**config.mk**
```make
export PLATFORM = sky130hd
export DESIGN_NAME = trig_gen
export DESIGN_NICKNAME = d
export VERILOG_FILES = /design/src/rtl/trig_pkg.sv /design/src/rtl/trig_edge_sync.sv /design/src/rtl/trig_delay_line.sv /design/src/rtl/trig_periodic.sv /design/src/rtl/trig_gen.sv
export SDC_FILE = /design/constraint.sdc
export NUM_CORES = 1
export LEC_CHECK = 0
export ABC_AREA = 1
export CAP_MARGIN = 20
export CELL_PAD_IN_SITES_DETAIL_PLACEMENT = 1
export CELL_PAD_IN_SITES_GLOBAL_PLACEMENT = 2
export CORE_ASPECT_RATIO = 1.5
export CORE_UTILIZATION = 25
export DETAILED_ROUTE_END_ITERATION = 16
export PLACE_DENSITY_LB_ADDON = 0.1
export SLEW_MARGIN = 25
export SYNTH_ARGS = -nofsm -noshare
export SYNTH_HDL_FRONTEND = slang
export SYNTH_SLANG_ARGS = --single-unit
```
**constraint.sdc**
```tcl
create_clock -name clk -period 7.2 [get_ports clk]
set_input_delay 0.72 -clock clk [delete_from_list [all_inputs] [get_ports clk]]
set_output_delay 0.72 -clock clk [all_outputs]
set_load 0.02 [all_outputs]
```
**src/rtl/trig_pkg.sv**
```systemverilog
package trig_pkg;
   localparam int unsigned TRIG_CNT_W      = 16;
   localparam int unsigned TRIG_TICK_DIV   = 200;
   localparam int unsigned TRIG_SYNC_DEPTH = 2;

   typedef enum logic {
      SRC_EXTERNAL = 1'b0,
      SRC_INTERNAL = 1'b1
   } trig_src_e;
endpackage

```
**src/rtl/trig_edge_sync.sv**
```systemverilog
module trig_edge_sync #(
   parameter int unsigned STAGES = 2
) (
   input  logic clk,
   input  logic rst_n,
   input  logic async_in,
   output logic rise
);
   if (STAGES < 2) begin : g_bad_stages
      $error("trig_edge_sync: STAGES must be at least 2");
   end

   logic [STAGES-1:0] chain;
   logic              hist;

   for (genvar g = 0; g < STAGES; g++) begin : g_stage
      if (g == 0) begin : g_first
         always_ff @(posedge clk) begin
            if (!rst_n) chain[0] <= 1'b0;
            else        chain[0] <= async_in;
         end
      end else begin : g_next
         always_ff @(posedge clk) begin
            if (!rst_n) chain[g] <= 1'b0;
            else        chain[g] <= chain[g-1];
         end
      end
   end

   always_ff @(posedge clk) begin
      if (!rst_n) hist <= 1'b0;
      else        hist <= chain[STAGES-1];
   end

   assign rise = chain[STAGES-1] & ~hist;

   // a detected rising edge can never last two cycles
   p_rise_single_r5: assert property (@(posedge clk) disable iff (!rst_n)
      rise |=> !rise);
endmodule

```
**src/rtl/trig_delay_line.sv**
```systemverilog
module trig_delay_line #(
   parameter int unsigned DLY_W = 16
) (
   input  logic             clk,
   input  logic             rst_n,
   input  logic             run,
   input  logic             rise,
   input  logic [DLY_W-1:0] delay,
   output logic             pulse
);
   if (DLY_W < 1) begin : g_bad_width
      $error("trig_delay_line: DLY_W must be at least 1");
   end

   localparam logic [DLY_W-1:0] ONE = DLY_W'(1);

   logic [DLY_W-1:0] remain;
   logic             busy;

   always_ff @(posedge clk) begin
      if (!rst_n) begin
         remain <= '0;
         busy   <= 1'b0;
         pulse  <= 1'b0;
      end else if (!run) begin
         remain <= '0;
         busy   <= 1'b0;
         pulse  <= 1'b0;
      end else begin
         pulse <= 1'b0;
         if (busy) begin
            remain <= remain - ONE;
            if (remain == ONE) begin
               busy  <= 1'b0;
               pulse <= 1'b1;
            end
         end else if (rise) begin
            if (delay == '0) begin
               pulse <= 1'b1;
            end else begin
               busy   <= 1'b1;
               remain <= delay;
            end
         end
      end
   end

   // while counting, an incoming edge does not reload the counter
   p_no_reload_r4: assert property (@(posedge clk) disable iff (!rst_n)
      (run && busy && remain != ONE) |=> (busy && remain == $past(remain) - ONE));

   // zero delay answers on the very next cycle
   p_zero_delay_r2: assert property (@(posedge clk) disable iff (!rst_n)
      (run && !busy && rise && delay == '0) |=> pulse);

   // losing run drops any pending count
   p_abort_r10: assert property (@(posedge clk) disable iff (!rst_n)
      !run |=> (!busy && !pulse));
endmodule

```
**src/rtl/trig_periodic.sv**
```systemverilog
module trig_periodic #(
   parameter int unsigned GAP_W    = 16,
   parameter int unsigned PRESCALE = 200
) (
   input  logic             clk,
   input  logic             rst_n,
   input  logic             run,
   input  logic [GAP_W-1:0] gap,
   output logic             pulse
);
   if (PRESCALE < 2) begin : g_bad_prescale
      $error("trig_periodic: PRESCALE must be at least 2");
   end
   if (GAP_W < 1) begin : g_bad_width
      $error("trig_periodic: GAP_W must be at least 1");
   end

   localparam int unsigned     PRE_W   = $clog2(PRESCALE);
   localparam logic [PRE_W-1:0] PRE_TOP = PRE_W'(PRESCALE - 1);

   logic [PRE_W-1:0] pre;
   logic [GAP_W-1:0] ticks;
   logic [GAP_W-1:0] gap_eff;
   logic             tick;

   assign gap_eff = (gap == '0) ? GAP_W'(1) : gap;
   assign tick    = (pre == PRE_TOP);

   always_ff @(posedge clk) begin
      if (!rst_n || !run) begin
         pre   <= '0;
         ticks <= '0;
         pulse <= 1'b0;
      end else begin
         pulse <= 1'b0;
         if (tick) begin
            pre <= '0;
            if (ticks >= gap_eff - GAP_W'(1)) begin
               ticks <= '0;
               pulse <= 1'b1;
            end else begin
               ticks <= ticks + GAP_W'(1);
            end
         end else begin
            pre <= pre + PRE_W'(1);
         end
      end
   end

   // the prescaler never leaves its range
   p_pre_range_r6: assert property (@(posedge clk) disable iff (!rst_n)
      pre <= PRE_TOP);

   // a periodic pulse only follows a prescaler tick
   p_pulse_on_tick_r6: assert property (@(posedge clk) disable iff (!rst_n)
      pulse |-> ($past(pre) == PRE_TOP && $past(run)));

   // periodic pulses are single-cycle
   p_single_r11: assert property (@(posedge clk) disable iff (!rst_n)
      pulse |=> !pulse);
endmodule

```
**src/rtl/trig_gen.sv**
```systemverilog
module trig_gen
   import trig_pkg::*;
#(
   parameter int unsigned CNT_W      = TRIG_CNT_W,
   parameter int unsigned TICK_DIV   = TRIG_TICK_DIV,
   parameter int unsigned SYNC_DEPTH = TRIG_SYNC_DEPTH
) (
   input  logic             clk,
   input  logic             rst_n,
   input  logic             trig_in,
   input  logic [CNT_W-1:0] cfg_delay,
   input  logic [CNT_W-1:0] cfg_gap,
   input  logic             cfg_internal,
   input  logic             cfg_enable,
   output logic             trig_out
);
   trig_src_e src;
   logic      run_ext;
   logic      run_int;
   logic      rise;
   logic      dly_pulse;
   logic      per_pulse;

   assign src     = trig_src_e'(cfg_internal);
   assign run_ext = cfg_enable && (src == SRC_EXTERNAL);
   assign run_int = cfg_enable && (src == SRC_INTERNAL);

   trig_edge_sync #(.STAGES(SYNC_DEPTH)) u_sync (
      .clk      (clk),
      .rst_n    (rst_n),
      .async_in (trig_in),
      .rise     (rise)
   );

   trig_delay_line #(.DLY_W(CNT_W)) u_delay (
      .clk   (clk),
      .rst_n (rst_n),
      .run   (run_ext),
      .rise  (rise),
      .delay (cfg_delay),
      .pulse (dly_pulse)
   );

   trig_periodic #(.GAP_W(CNT_W), .PRESCALE(TICK_DIV)) u_period (
      .clk   (clk),
      .rst_n (rst_n),
      .run   (run_int),
      .gap   (cfg_gap),
      .pulse (per_pulse)
   );

   assign trig_out = run_int ? per_pulse : (run_ext & dly_pulse);

   // both sources are emptied once the enable goes low
   p_disable_clears_r9: assert property (@(posedge clk) disable iff (!rst_n)
      !cfg_enable |=> (!dly_pulse && !per_pulse));

   // external-mode pulses never coexist with the periodic source
   p_one_source_r8: assert property (@(posedge clk) disable iff (!rst_n)
      !(dly_pulse && per_pulse));
endmodule

```
After elaboration in Yosys (flattened, before gate mapping)
Index checks and enable logic that the tools add are counted.
{ "totals": {"reg_bits": 46, "input_bits": 37} }
{ "op_classes": {"n_bitwise": 5, "mux": 15, "magnitude_cmp": 1, "addsub": 4, "reduce_logical": 12, "eq_ne": 3} }
{ "op_table": {"columns": ["cell", "n"], "rows": [
  ["two-way mux 16 bit", 5],
  ["zero test 16 bit", 2],
  ["subtractor 16 x 1 -> 16 bit (second input constant)", 2],
  ["adder 16 x 1 -> 16 bit (second input constant)", 1],
  ["equality test 16 x 1 -> 1 bit (second input constant)", 1],
  ["greater-or-equal comparator 16 bit", 1],
  ["two-way mux 1 bit", 10],
  ["adder 8 x 1 -> 8 bit (second input constant)", 1],
  ["equality test 8 bit (second input constant)", 1],
  ["AND reduction 2 bit", 2],
  ["OR reduction 2 bit", 2],
  ["inverter 1 bit", 3],
  ["bitwise AND 1 bit", 2],
  ["logical AND 1 bit", 2],
  ["zero test 1 bit", 2],
  ["!= test 2 x 1 -> 1 bit (second input constant)", 1],
  ["nonzero test 2 bit", 1],
  ["logical OR 1 bit", 1]
]} }

Depth between registers and ports, before layout
{ "depth": {"ltp_word": 5, "mapped_depth": 22} }

Modules after synthesis
A second synthesis with hierarchy kept.
{ "hier_totals": {"hier_cells": 564, "area_unflattened_um2": 3462.1} }
{ "by_module_without_submodules": {"columns": ["mod", "area_each_um2", "n_inst", "cells_each"], "rows": [
  ["trig_periodic", 2000.7, 1, 313],
  ["trig_delay_line", 1336.3, 1, 232],
  ["trig_edge_sync", 92.6, 1, 11],
  ["trig_gen", 32.5, 1, 8]
]} }

Worst setup path before layout
No wires, ideal clock.
{ "synth_path": {"path_kind": "input port to flip-flop", "start": "input port cfg_gap[0]", "end": "register u_period.ticks[7]", "arrival_time_ns": 2.951, "setup_time_ns": 0.117, "path_buffers": 1, "setup_slack_ns": 4.132, "path_stages": 21, "cell_sequence": "inv_1 -> nand3_1 -> nor2_1 -> nand3_2 -> nand2_1 -> inv_1 -> ha_1 -> nand2_1 -> nor3_1 -> nand3b_1 -> xor2_1 -> inv_1 -> ha_1 -> nand4_1 -> a21oi_1 -> nor2_1 -> nand2_1 -> nand2_1 -> nand2_1 -> buf_4 -> nor2_1"} }
{ "synth_between": {"elab_chain_cells": 5} }
{ "synth_lines": {"columns": ["item", "line_no", "text"], "rows": [
  ["start, declared", "trig_gen.sv:12", "input logic [CNT_W-1:0] cfg_gap,"],
  ["zero test 16 bit", "trig_periodic.sv:26", "assign gap_eff = (gap == '0) ? GAP_W'(1) : gap;"],
  ["two-way mux 16 bit *", "trig_periodic.sv:26", null],
  ["subtractor 16 x 1 -> 16 bit *", "trig_periodic.sv:38", "if (ticks >= gap_eff - GAP_W'(1)) begin"],
  ["greater-or-equal comparator 16 bit *", "trig_periodic.sv:38", null],
  ["two-way mux 16 bit *", "trig_periodic.sv:38", null],
  ["end signal, assigned", "trig_periodic.sv:42", "ticks <= ticks + GAP_W'(1);"],
  ["end, declared", "trig_periodic.sv:22", "logic [GAP_W-1:0] ticks;"]
]} }
Mark *: on every way between the ends. The rest lies on a longest branch, timed or not.
A chain may end at the register's enable or synchronous reset.

Worst setup path in the final report
{ "layout_path": {"start": "input port cfg_gap[4]", "end": "register u_period.ticks[1]"} }
The elaborated chain is that of the path after synthesis.

==> results.json <==
{
  "status": "complete, no violations",
  "cts_resized": 0,
  "post_cts.repair.setup_buffers": 0,
  "firstDrtPassIters": 4,
  "layout-drive-gt1-share": 0.0591,
  "clk_latency_ps": 300,
  "syn-cell-area_sq_um": 3260,
  "synthArstFlopShare": 0,
  "avgSynthCellArea_sq_um": 6.51,
  "first_global_vias": 3556,
  "grt_pass1_wl_microns": 17100,
  "syn2layout_area_growth_pct": 22.3,
  "start_util": 0.259,
  "synth.distinct_cells": 36,
  "crit_fanout": 13,
  "r2r_slack_ps": 4830,
  "io_pins": 38,
  "synth.ff_latch_count": 46,
  "min_period_ps": 4000,
  "p_per_area_nw_per_um2": 161,
  "cts_root_buf": "clkbuf_16",
  "r2r-end": "u_delay.remain[10]",
  "rr_worst_depth": 8,
  "slew_viol_final": 0,
  "fin_nets": 598,
  "rows": 50,
  "synth_nets": 559,
  "tightest_slew_ps": 568,
  "grt_antenna_before_repair": 0,
  "htreeDepth": 2,
  "detail-route-antenna-nets": 0,
  "synthFlopType": "dfxtp_1",
  "rsz0062_at_grt": "no",
  "die_y_microns": 142,
  "ys_seq_area_frac": 0.282,
  "synth-edff-count": 0,
  "hold_path_class": "flop to flop",
  "r2r_start": "u_delay.busy",
  "path_class": "input port to flop",
  "setup_viol": 0,
  "vdd_drop_max_uv": 120,
  "vias": 3281,
  "cts_buffer_depth": 2,
  "maxCapViolCount": 0,
  "dpl_cell_area_sq_um": 3800,
  "start_kind": "input port",
  "maxSlewHeadroom": 0.619,
  "drt_iter0_drc": 50,
  "required_ps": 7410,
  "wl_per_cell_microns": 14.8,
  "post_synth_inst_count": 501,
  "instances_no_fill": 697,
  "port_buffers": 37,
  "finalCritPeriodShare": 0.555,
  "cp-endpoint": "u_period.ticks[1]",
  "clk_pin_slew_worst_paths_ps": 70,
  "cts_tree": "yes",
  "antenna_cells": 0,
  "dp_hpwl_microns": 8620,
  "timing.setup.tns_ps": 0,
  "crit_path_end_kind": "flop",
  "routed_wl_microns": 10300,
  "die_width_microns": 95.3,
  "cts_hold_buf": 0,
  "dp.cells": 689,
  "dieArea_sq_um": 13500,
  "globalplace.congestion": 0.752,
  "grtUsageTotal": 0.166,
  "fin_area_sq_um": 3990,
  "final_core_util": 0.317,
  "clkSinkCount": 46,
  "grt_overflow_total": 0,
  "core_area_sq_um": 12600,
  "yosysWarnings": 0,
  "vias_per_cell": 4.71,
  "numCtsBuffers": 5,
  "clock.fmax_mhz": 250,
  "hold_viol_final": 0,
  "arrival_ps": 4210,
  "skew_ps": 9.04,
  "p_leak_nw": 1.68,
  "grt_max_degree": 19,
  "crit_path_start": "cfg_gap[4]",
  "drcViolationCount": 0
}
[flip-flops by register name, indices dropped and copies added (netlist names)]
signal / flops
u_period.ticks: 16
u_delay.pulse: 1
u_delay.remain: 16
u_delay.busy: 1
u_period.pre: 8
u_sync.hist: 1
u_period.pulse: 1
u_sync.chain: 2
[cells in the final DEF, fill, tap and decap left out, types with 4 or more instances in the layout]
cell type and count:
clkbuf_16 5, nand3_1 27, nand2_1 116, nand4_1 17
ha_1 21, xor2_1 16, o21ai_0 14, a31oi_1 4
xnor2_1 6, nor2_1 85, nor2_2 5, clkdlybuf4s50_1 37
a21oi_1 30, nor3_1 10, inv_1 67, dfxtp_1 46
[worst max-delay path, cell delays in order]
cell and delay, ps:
clkdlybuf4s50_1 580, nor2_1 90, nand2_1 130, nor2_1 70, nand3_2 100, nand2_1 60
inv_1 80, ha_1 200, nand2_1 130, nor3_1 370, nand3b_1 140, xor2_1 140
inv_1 60, ha_1 290, nand2_1 60, o21ai_0 90, nor2_1 190, nand2_1 70
nand2_1 100, nand2_1 330, a21oi_1 240
[power breakdown]
part | internal (mW) | switching, mW | total, mW
Combinational | 0.0329 | 0.0405 | 0.0733
Clock | 0.200 | 0.110 | 0.309
Sequential | 0.256 | 0.00158 | 0.258
Total | 0.489 | 0.152 | 0.640
[metrics by stage]
step                      hold slack [ps]  total power, mW  worst slack [ps]
final                                 421            0.640              3200
after global routing                  455            0.666              2770
after CTS                             431            0.651              3140
after detailed placement              415            0.339              2830
after global placement                397            0.338              2920
after floorplan                       390            0.300              4130
[cell type report]
class | instances | area (sq um)
well taps | 156 | 195
inverters | 70 | 264
multi-input cells | 379 | 2040
flip-flops and latches | 46 | 921
repair buffers | 38 | 378
clock buffers | 5 | 125
fillers | 1590 | 8580
clock inverters | 3 | 68.8
[kinds of logic after synthesis]
kind of cell,share of synthesized area
and+or+nand+nor,0.392
buffers and inverters,0.0928
DFF,0.282
adders and majority gates,0.0806
xor gates and xnor gates,0.0591
AOI/OAI and AO/OA,0.0932
[metal layers]
layer	global-route usage	wire [microns]
met5	0	0
met2	0.353	6150
met3	0.0129	144
met4	0.0590	216
met1	0.156	3790
[how the worst min path moves through the flow]
stage,start,to,cells past startpoint
6_report,u_sync.chain[0],u_sync.chain[1],2
4_1_cts,u_sync.chain[0],u_sync.chain[1],2
3_3_place_gp,u_sync.chain[0],u_sync.chain[1],2
3_5_place_dp,u_sync.chain[0],u_sync.chain[1],2
2_1_floorplan,u_sync.chain[0],u_sync.chain[1],2
5_1_grt,u_sync.chain[0],u_sync.chain[1],2
[Yosys cell counts, drive strengths merged, types with 3 or more instances]
| cell type | number | area, sq um |
|---|---|---|
| nand2 | 118 | 448 |
| nor2 | 93 | 384 |
| inv | 68 | 255 |
| dfxtp | 46 | 921 |
| a21oi | 30 | 150 |
| nand3 | 29 | 155 |
| ha | 21 | 263 |
| nand4 | 18 | 128 |
| o21ai | 16 | 80.1 |
| xor2 | 16 | 140 |
| nor3 | 15 | 113 |
| xnor2 | 6 | 52.6 |
| a31oi | 4 | 25.0 |
| buf | 4 | 31.3 |
| o211ai | 3 | 22.5 |
(Power assumes the default switching activity.)
